==> config.mk <==
export PLATFORM = sky130hd
export DESIGN_NAME = acc_alu
export DESIGN_NICKNAME = d
export VERILOG_FILES = /design/src/rtl/alu_pkg.sv /design/src/rtl/alu_adder.sv /design/src/rtl/alu_logic.sv /design/src/rtl/alu_flags.sv /design/src/rtl/acc_alu.sv
export SDC_FILE = /design/constraint.sdc
export NUM_CORES = 1
export LEC_CHECK = 0
export CAP_MARGIN = 20
export CELL_PAD_IN_SITES_DETAIL_PLACEMENT = 1
export CELL_PAD_IN_SITES_GLOBAL_PLACEMENT = 1
export CORE_UTILIZATION = 39
export DETAILED_ROUTE_END_ITERATION = 7
export PLACE_DENSITY_LB_ADDON = 0.1
export SYNTH_ARGS = -nofsm -noshare
export SYNTH_HDL_FRONTEND = slang
export SYNTH_HIERARCHICAL = 1
export SYNTH_SLANG_ARGS = --single-unit
==> constraint.sdc <==
create_clock -name clk -period 3.4 [get_ports clk]
set_input_delay 0.51 -clock clk [delete_from_list [all_inputs] [get_ports clk]]
set_output_delay 0.51 -clock clk [all_outputs]
set_load 0.005 [all_outputs]
==> src/rtl/alu_pkg.sv <==
// Shared definitions for the accumulator ALU.
// Assumes a 3-bit operation select that covers all eight codes.
package alu_pkg;

    localparam int DATA_W = 8;

    typedef enum logic [2:0] {
        OP_ADD  = 3'd0,
        OP_ADDC = 3'd1,
        OP_COMP = 3'd2,
        OP_DEC  = 3'd3,
        OP_MOVE = 3'd4,
        OP_AND  = 3'd5,
        OP_OR   = 3'd6,
        OP_XOR  = 3'd7
    } op_e;

    typedef struct packed {
        logic neg;
        logic ovf;
        logic cry;
        logic dcy;
        logic zro;
    } flags_t;

    // True for the operations that write all five flags.
    function automatic logic op_is_arith(input op_e op);
        return (op == OP_ADD) || (op == OP_ADDC) || (op == OP_DEC);
    endfunction

endpackage

==> src/rtl/alu_adder.sv <==
// Carry-in adder that also reports the nibble carry and signed overflow.
// Assumes 0 < NIB < WIDTH. The nibble carry is the carry out of bit NIB-1.
module alu_adder #(
    parameter int WIDTH = 8,
    parameter int NIB   = 4
) (
    input  logic [WIDTH-1:0] a_i,
    input  logic [WIDTH-1:0] b_i,
    input  logic             c_i,
    output logic [WIDTH-1:0] sum_o,
    output logic             cout_o,
    output logic             dcout_o,
    output logic             ovf_o
);
    localparam int LO_W = NIB + 1;
    localparam int FULL_W = WIDTH + 1;

    logic [FULL_W-1:0] full_sum;
    logic [LO_W-1:0]   lo_sum;

    // Full-width and low-segment sums with the shared carry-in.
    always_comb begin
        full_sum = {1'b0, a_i} + {1'b0, b_i} + {{WIDTH{1'b0}}, c_i};
        lo_sum   = {1'b0, a_i[NIB-1:0]} + {1'b0, b_i[NIB-1:0]} + {{NIB{1'b0}}, c_i};
    end

    // Unpack the sums into the result and the three carry-type flags.
    always_comb begin
        sum_o   = full_sum[WIDTH-1:0];
        cout_o  = full_sum[WIDTH];
        dcout_o = lo_sum[NIB];
        ovf_o   = (a_i[WIDTH-1] == b_i[WIDTH-1]) && (full_sum[WIDTH-1] != a_i[WIDTH-1]);
    end
endmodule

==> src/rtl/alu_logic.sv <==
// Bitwise unit: complement, move, and, or, xor.
// Assumes the arithmetic codes never select this output (it returns the operand for them).
module alu_logic #(
    parameter int WIDTH = 8
) (
    input  alu_pkg::op_e     op_i,
    input  logic [WIDTH-1:0] acc_i,
    input  logic [WIDTH-1:0] opnd_i,
    output logic [WIDTH-1:0] res_o
);
    import alu_pkg::*;

    // Select the bitwise function named by the operation code.
    always_comb begin
        case (op_i)
            OP_COMP: res_o = ~opnd_i;
            OP_AND:  res_o = acc_i & opnd_i;
            OP_OR:   res_o = acc_i | opnd_i;
            OP_XOR:  res_o = acc_i ^ opnd_i;
            default: res_o = opnd_i;
        endcase
    end
endmodule

==> src/rtl/alu_flags.sv <==
// Status flag register with class-based update.
// Negative and zero are derived from the new result on every issued operation.
// Carry, overflow and nibble carry change only when arith_i is high.
// Synchronous active-low reset clears all flags.
module alu_flags #(
    parameter int WIDTH = 8
) (
    input  logic             clk,
    input  logic             rst_n,
    input  logic             upd_i,
    input  logic             arith_i,
    input  logic [WIDTH-1:0] res_i,
    input  logic             cry_i,
    input  logic             dcy_i,
    input  logic             ovf_i,
    output alu_pkg::flags_t  flags_o
);
    import alu_pkg::*;

    flags_t flg_q;
    flags_t flg_nxt;

    // Build the next flag word, keeping carry-type flags for non-arithmetic ops.
    always_comb begin
        flg_nxt     = flg_q;
        flg_nxt.neg = res_i[WIDTH-1];
        flg_nxt.zro = (res_i == '0);
        if (arith_i) begin
            flg_nxt.cry = cry_i;
            flg_nxt.dcy = dcy_i;
            flg_nxt.ovf = ovf_i;
        end
    end

    // Flag storage: clear on reset, load on an issued operation, else hold.
    always_ff @(posedge clk) begin
        if (!rst_n) begin
            flg_q <= '0;
        end else if (upd_i) begin
            flg_q <= flg_nxt;
        end
    end

    assign flags_o = flg_q;
endmodule

==> src/rtl/acc_alu.sv <==
// Top of the accumulator ALU.
// Routes the operands into a shared adder (add, add with carry, decrement)
// or the bitwise unit. It then registers the result and the flags when op_valid is high.
// Assumes op_code is meaningful only in cycles where op_valid is high.
module acc_alu #(
    parameter int WIDTH = alu_pkg::DATA_W,
    parameter int NIB   = WIDTH / 2
) (
    input  logic             clk,
    input  logic             rst_n,
    input  logic             op_valid,
    input  logic [2:0]       op_code,
    input  logic [WIDTH-1:0] acc_in,
    input  logic [WIDTH-1:0] opnd_in,
    output logic [WIDTH-1:0] result_q,
    output logic             flag_neg,
    output logic             flag_ovf,
    output logic             flag_cry,
    output logic             flag_dcy,
    output logic             flag_zro
);
    import alu_pkg::*;

    localparam logic [WIDTH-1:0] ALL_ONES = {WIDTH{1'b1}};

    op_e              op;
    logic             is_arith;
    logic [WIDTH-1:0] add_a;
    logic [WIDTH-1:0] add_b;
    logic             add_ci;
    logic [WIDTH-1:0] add_sum;
    logic             add_co;
    logic             add_dc;
    logic             add_ov;
    logic [WIDTH-1:0] log_res;
    logic [WIDTH-1:0] res_nxt;
    logic [WIDTH-1:0] res_q;
    flags_t           flg;

    assign op       = op_e'(op_code);
    assign is_arith = op_is_arith(op);

    // Adder operand steering: decrement adds all-ones to the operand.
    always_comb begin
        add_a  = acc_in;
        add_b  = opnd_in;
        add_ci = 1'b0;
        case (op)
            OP_ADDC: add_ci = flg.cry;
            OP_DEC: begin
                add_a = opnd_in;
                add_b = ALL_ONES;
            end
            default: ;
        endcase
    end

    alu_adder #(.WIDTH(WIDTH), .NIB(NIB)) u_adder (
        .a_i     (add_a),
        .b_i     (add_b),
        .c_i     (add_ci),
        .sum_o   (add_sum),
        .cout_o  (add_co),
        .dcout_o (add_dc),
        .ovf_o   (add_ov)
    );

    alu_logic #(.WIDTH(WIDTH)) u_logic (
        .op_i   (op),
        .acc_i  (acc_in),
        .opnd_i (opnd_in),
        .res_o  (log_res)
    );

    // Pick the arithmetic or bitwise result.
    always_comb begin
        res_nxt = is_arith ? add_sum : log_res;
    end

    // Result register: clear on reset, load on an issued operation.
    always_ff @(posedge clk) begin
        if (!rst_n) begin
            res_q <= '0;
        end else if (op_valid) begin
            res_q <= res_nxt;
        end
    end

    alu_flags #(.WIDTH(WIDTH)) u_flags (
        .clk     (clk),
        .rst_n   (rst_n),
        .upd_i   (op_valid),
        .arith_i (is_arith),
        .res_i   (res_nxt),
        .cry_i   (add_co),
        .dcy_i   (add_dc),
        .ovf_i   (add_ov),
        .flags_o (flg)
    );

    assign result_q = res_q;
    assign flag_neg = flg.neg;
    assign flag_ovf = flg.ovf;
    assign flag_cry = flg.cry;
    assign flag_dcy = flg.dcy;
    assign flag_zro = flg.zro;
endmodule

==> results.md <==
- Reg2Reg Launch Point: u_flags/flags_o[2]$_SDFFE_PN0P_
- Ys flop type: dfxtp_1
- DRT iter0 DRCs: 30
- Rows: 24
- Syn nets: 282
- CP arrival: 3.29 ns
- CP endpoint kind: flip-flop
- Internal power: 0.0004142 W
- PwrDens: 262.6 nW/µm²
- Worst Tran Pin Value: roughly 0.70 ns
- Final Wtd Congestion: 0.8231
- Hold Path Sink: u_flags/flags_o[3]$_SDFFE_PN0P_
- Initial antenna violation count: 0
- Worst Skew: roughly 0.00067 ns
- Core area: approximately 4500 µm²
- Final-report max-slew violation count: 0
- Vias in the first global route: 1757
- Total wire length: 4.712 mm
- Post-Layout Cell Count: 330
- EDFF count, synth: 0
- Largest net degree at the start of global routing: 38
- Syn Area/Cell: 8.029 µm²
- Final cycle utilization of the critical path: 0.9187
- # setup viols final: 0
- Slowest CP cell: clkdlybuf4s50_1
- H-tree depth: 1
- Port Buffers: 34
- Grt total ovfl: 0
- Leakage power: 1.086 nW
- Worst Path Required: approximately 3.6 ns
- Syn Std Cell Area: ~1900 µm²
- Critical path type: primary input to flip-flop
- Max cap viols: 0
- Initial Util: 0.4189
- Minimum clock period: 3.124 ns
- Share of cells above drive strength 1: 0.1511
- Yosys Warn Count: 6
- Worst skew pair latency: 0.25 ns
- # fillers: 547
- Mapped Cells: 235
- Critical path, cell by cell: clkdlybuf4s50_1 -> mux2_2 -> fa_2 -> fa_2 -> a21oi_2 -> o21ai_2 -> a21oi_2 -> xnor2_1 -> nand3b_1 -> nand2_1 -> nor4b_2 -> nand4_1 -> o21ai_1
- Final Util: 0.5353
- Worst path max stage delay: 0.46 ns
- CP startpoint kind: primary input
- DPL Wire Length: 3.728 mm
- Hold Fails Final Rpt: 0
- Synth Register Bits: 13
- Layout area overhead: 27.78%
- Hold_buf cts: 0
- RSZ-0062 raised after global routing: no
- Routed vias: 1795
- DRT Pass-1 Iters: 6
- R2r endpoint: u_flags/flags_o[0]$_SDFFE_PN0P_
- Outcome: finished clean
- Comb pwr share: 0.515
- Hold Crit Class: flip-flop to flip-flop
- Min-delay src: u_flags/flags_o[3]$_SDFFE_PN0P_
- Critical-path maximum fanout: 3
- WL/cell: 14.28 µm
- Relative max-transition margin: 0.5345
- Antenna Nets Post-Route: 0
- Clock Tree Root: clkbuf_8
- CTS tree: done
- Seq/Total Area, Yosys: 0.1379
- Placed cells: 325
- IO Pins: 35
- Crit-path leading delay family: adder cells
- Die H: 71.56 µm
- Share of power burned in registers: 0.268
- Yosys cell types: 46
- Total die area: approximately 5100 µm²
- Hold Path Stages: 2
- CTS Buffer Depth: 2
- Buffers and inverters on the worst path: 1
- Sink Count: 13
- Clock power frac: 0.217
- Fmax: 320.1 MHz
- Peak VDD IR: about 0.0001 V
- Multi-input logic area: 1490 µm²
- Register area: around 260 µm²
- Reg2reg path depth: 12
- Reg clk slew, reported paths: 0.05 ns
- Ys async rst share: 0
- Chip Width: approximately 72 µm
- Diode count: 0
- Switching Share: 0.3458
- First-pass GRT wire length: 8.038 mm
- DR DRC count: 0
- DR vias/cell: 5.439
- FF-to-FF setup slack: 0.81 ns
- CTS buffer count: 3
- Final nets: 326
- Global Route Usage Sum: 0.1954
- P_sw: 0.0002189 W
## stage by stage
| stage | worst slack, ns | total power (W) | setup TNS [ns] | instance area [µm²] | hold WS [ns] |
|---|---|---|---|---|---|
| 2_1_floorplan | 0.3263 | 0.0003648 | 0 | 1887 | 0.4514 |
| 3_3_place_gp | -0.1636 | 0.0004829 | -0.1752 | 2331 | 0.4441 |
| 3_5_place_dp | -0.3205 | 0.0004911 | -0.4796 | 2331 | 0.4456 |
| 4_1_cts | 0.05072 | 0.0006342 | 0 | 2382 | 0.4528 |
| 5_1_grt | 0.09019 | 0.0006792 | 0 | 2411 | 0.4914 |
| 6_report | 0.2764 | 0.0006330 | 0 | 2411 | 0.4487 |
## final cells by class
class | instances | share of cell area
multi-input combinational | 191 | 0.6181
timing repair buffer | 51 | 0.1988
sequential | 13 | 0.1079
inverter | 19 | 0.02958
tap | 52 | 0.02698
clock buffer | 4 | 0.01868
## cells in the final DEF, fill, tap and decap left out, types with 2 or more instances in the layout
cell type,netlist,routed
nand3_1,7,7
nand3b_1,9,9
buf_4,2,16
inv_1,19,19
clkbuf_8,0,3
nor4bb_1,3,3
a21oi_2,2,4
dfxtp_1,13,13
a31oi_1,9,9
nand2b_1,4,4
nor2_1,6,6
a21oi_1,6,4
a221oi_1,4,4
o21ai_1,4,5
clkdlybuf4s50_1,0,31
mux2_2,7,7
fa_2,0,2
o21bai_1,2,2
nor3b_1,5,5
or2b_1,5,5
o211ai_1,3,3
a21boi_1,3,3
ha_1,23,23
dlymetal6s2s_1,0,3
nor2b_1,12,12
xnor2_1,4,4
nand2_1,18,18
o21ai_0,22,20
mux2i_1,10,10
and2_0,3,3
mux2_4,3,3
xor2_1,2,2
## flip-flops by register name, indices dropped and copies added (netlist names)
signal	flops
u_flags/flags_o	5
result_q	8
## tightest hold or removal path, stage by stage, from the launching register on
cell	delay [ns]
dfxtp_1	0.30
nand2_1	0.05
a21boi_1	0.05
## cells by family after synthesis
family / synth area share
XOR/XNOR: 0.02785
AND/OR/NAND/NOR: 0.2619
flip-flops: 0.1379
multiplexers: 0.1187
buffers and inverters: 0.08090
AO/OA/AOI/OAI: 0.1989
adder cells (fa/ha/maj): 0.1737
## routing by layer
metal	track usage	vias to the layer above	routed length, µm
met4	0.06536	0	42
li1	-	918	-
met3	0.004219	3	55
met2	0.3524	27	2233
met1	0.2526	847	2379
met5	0	-	0
## cells in the mapped netlist, drive strengths merged (2+ instances only)
library cell / count / area share
a21boi: 4 / 0.016
a21oi: 8 / 0.025
a221oi: 4 / 0.019
a31oi: 9 / 0.030
and2: 3 / 0.0099
and2b: 2 / 0.0086
buf: 9 / 0.036
clkbuf: 3 / 0.0066
dfxtp: 13 / 0.14
fa: 2 / 0.021
ha: 23 / 0.15
inv: 19 / 0.038
mux2: 10 / 0.066
mux2i: 10 / 0.053
nand2: 18 / 0.036
nand2b: 4 / 0.013
nand3: 7 / 0.019
nand3b: 10 / 0.046
nor2: 7 / 0.015
nor2b: 12 / 0.040
nor3b: 5 / 0.020
nor4bb: 3 / 0.016
o211ai: 3 / 0.012
o21ai: 26 / 0.069
o21bai: 2 / 0.0080
or2b: 5 / 0.020
xnor2: 4 / 0.019
xor2: 2 / 0.0093
## power groups by stage
stage / combinational, W / sequential [W] / clock (W)
global route: 0.000361 / 0.000171 / 0.000147
global placement: 0.000310 / 0.000173 / 0
finish: 0.000326 / 0.000170 / 0.000138
floorplan: 0.000191 / 0.000174 / 0
detailed placement: 0.000318 / 0.000173 / 0
CTS: 0.000322 / 0.000170 / 0.000143
## worst max-delay path by stage
stage	startpoint	to	slack, ns	depth (start not counted)
6_report	opnd_in[0]	u_flags/flags_o[0]$_SDFFE_PN0P_	0.28	13
5_1_grt	opnd_in[0]	u_flags/flags_o[0]$_SDFFE_PN0P_	0.09	13
4_1_cts	op_code[2]	u_flags/flags_o[0]$_SDFFE_PN0P_	0.05	14
2_1_floorplan	op_code[2]	u_flags/flags_o[0]$_SDFFE_PN0P_	0.33	14
3_5_place_dp	op_code[2]	u_flags/flags_o[0]$_SDFFE_PN0P_	-0.32	14
3_3_place_gp	op_code[2]	u_flags/flags_o[0]$_SDFFE_PN0P_	-0.16	14
## timing repair
item,4_1_cts,5_1_grt
setup buffers,0,1
setup endpoints to repair,1,1
gates resized for setup,2,9
pin swaps,1,6
Note: power is estimated with default switching activity, not from simulation.
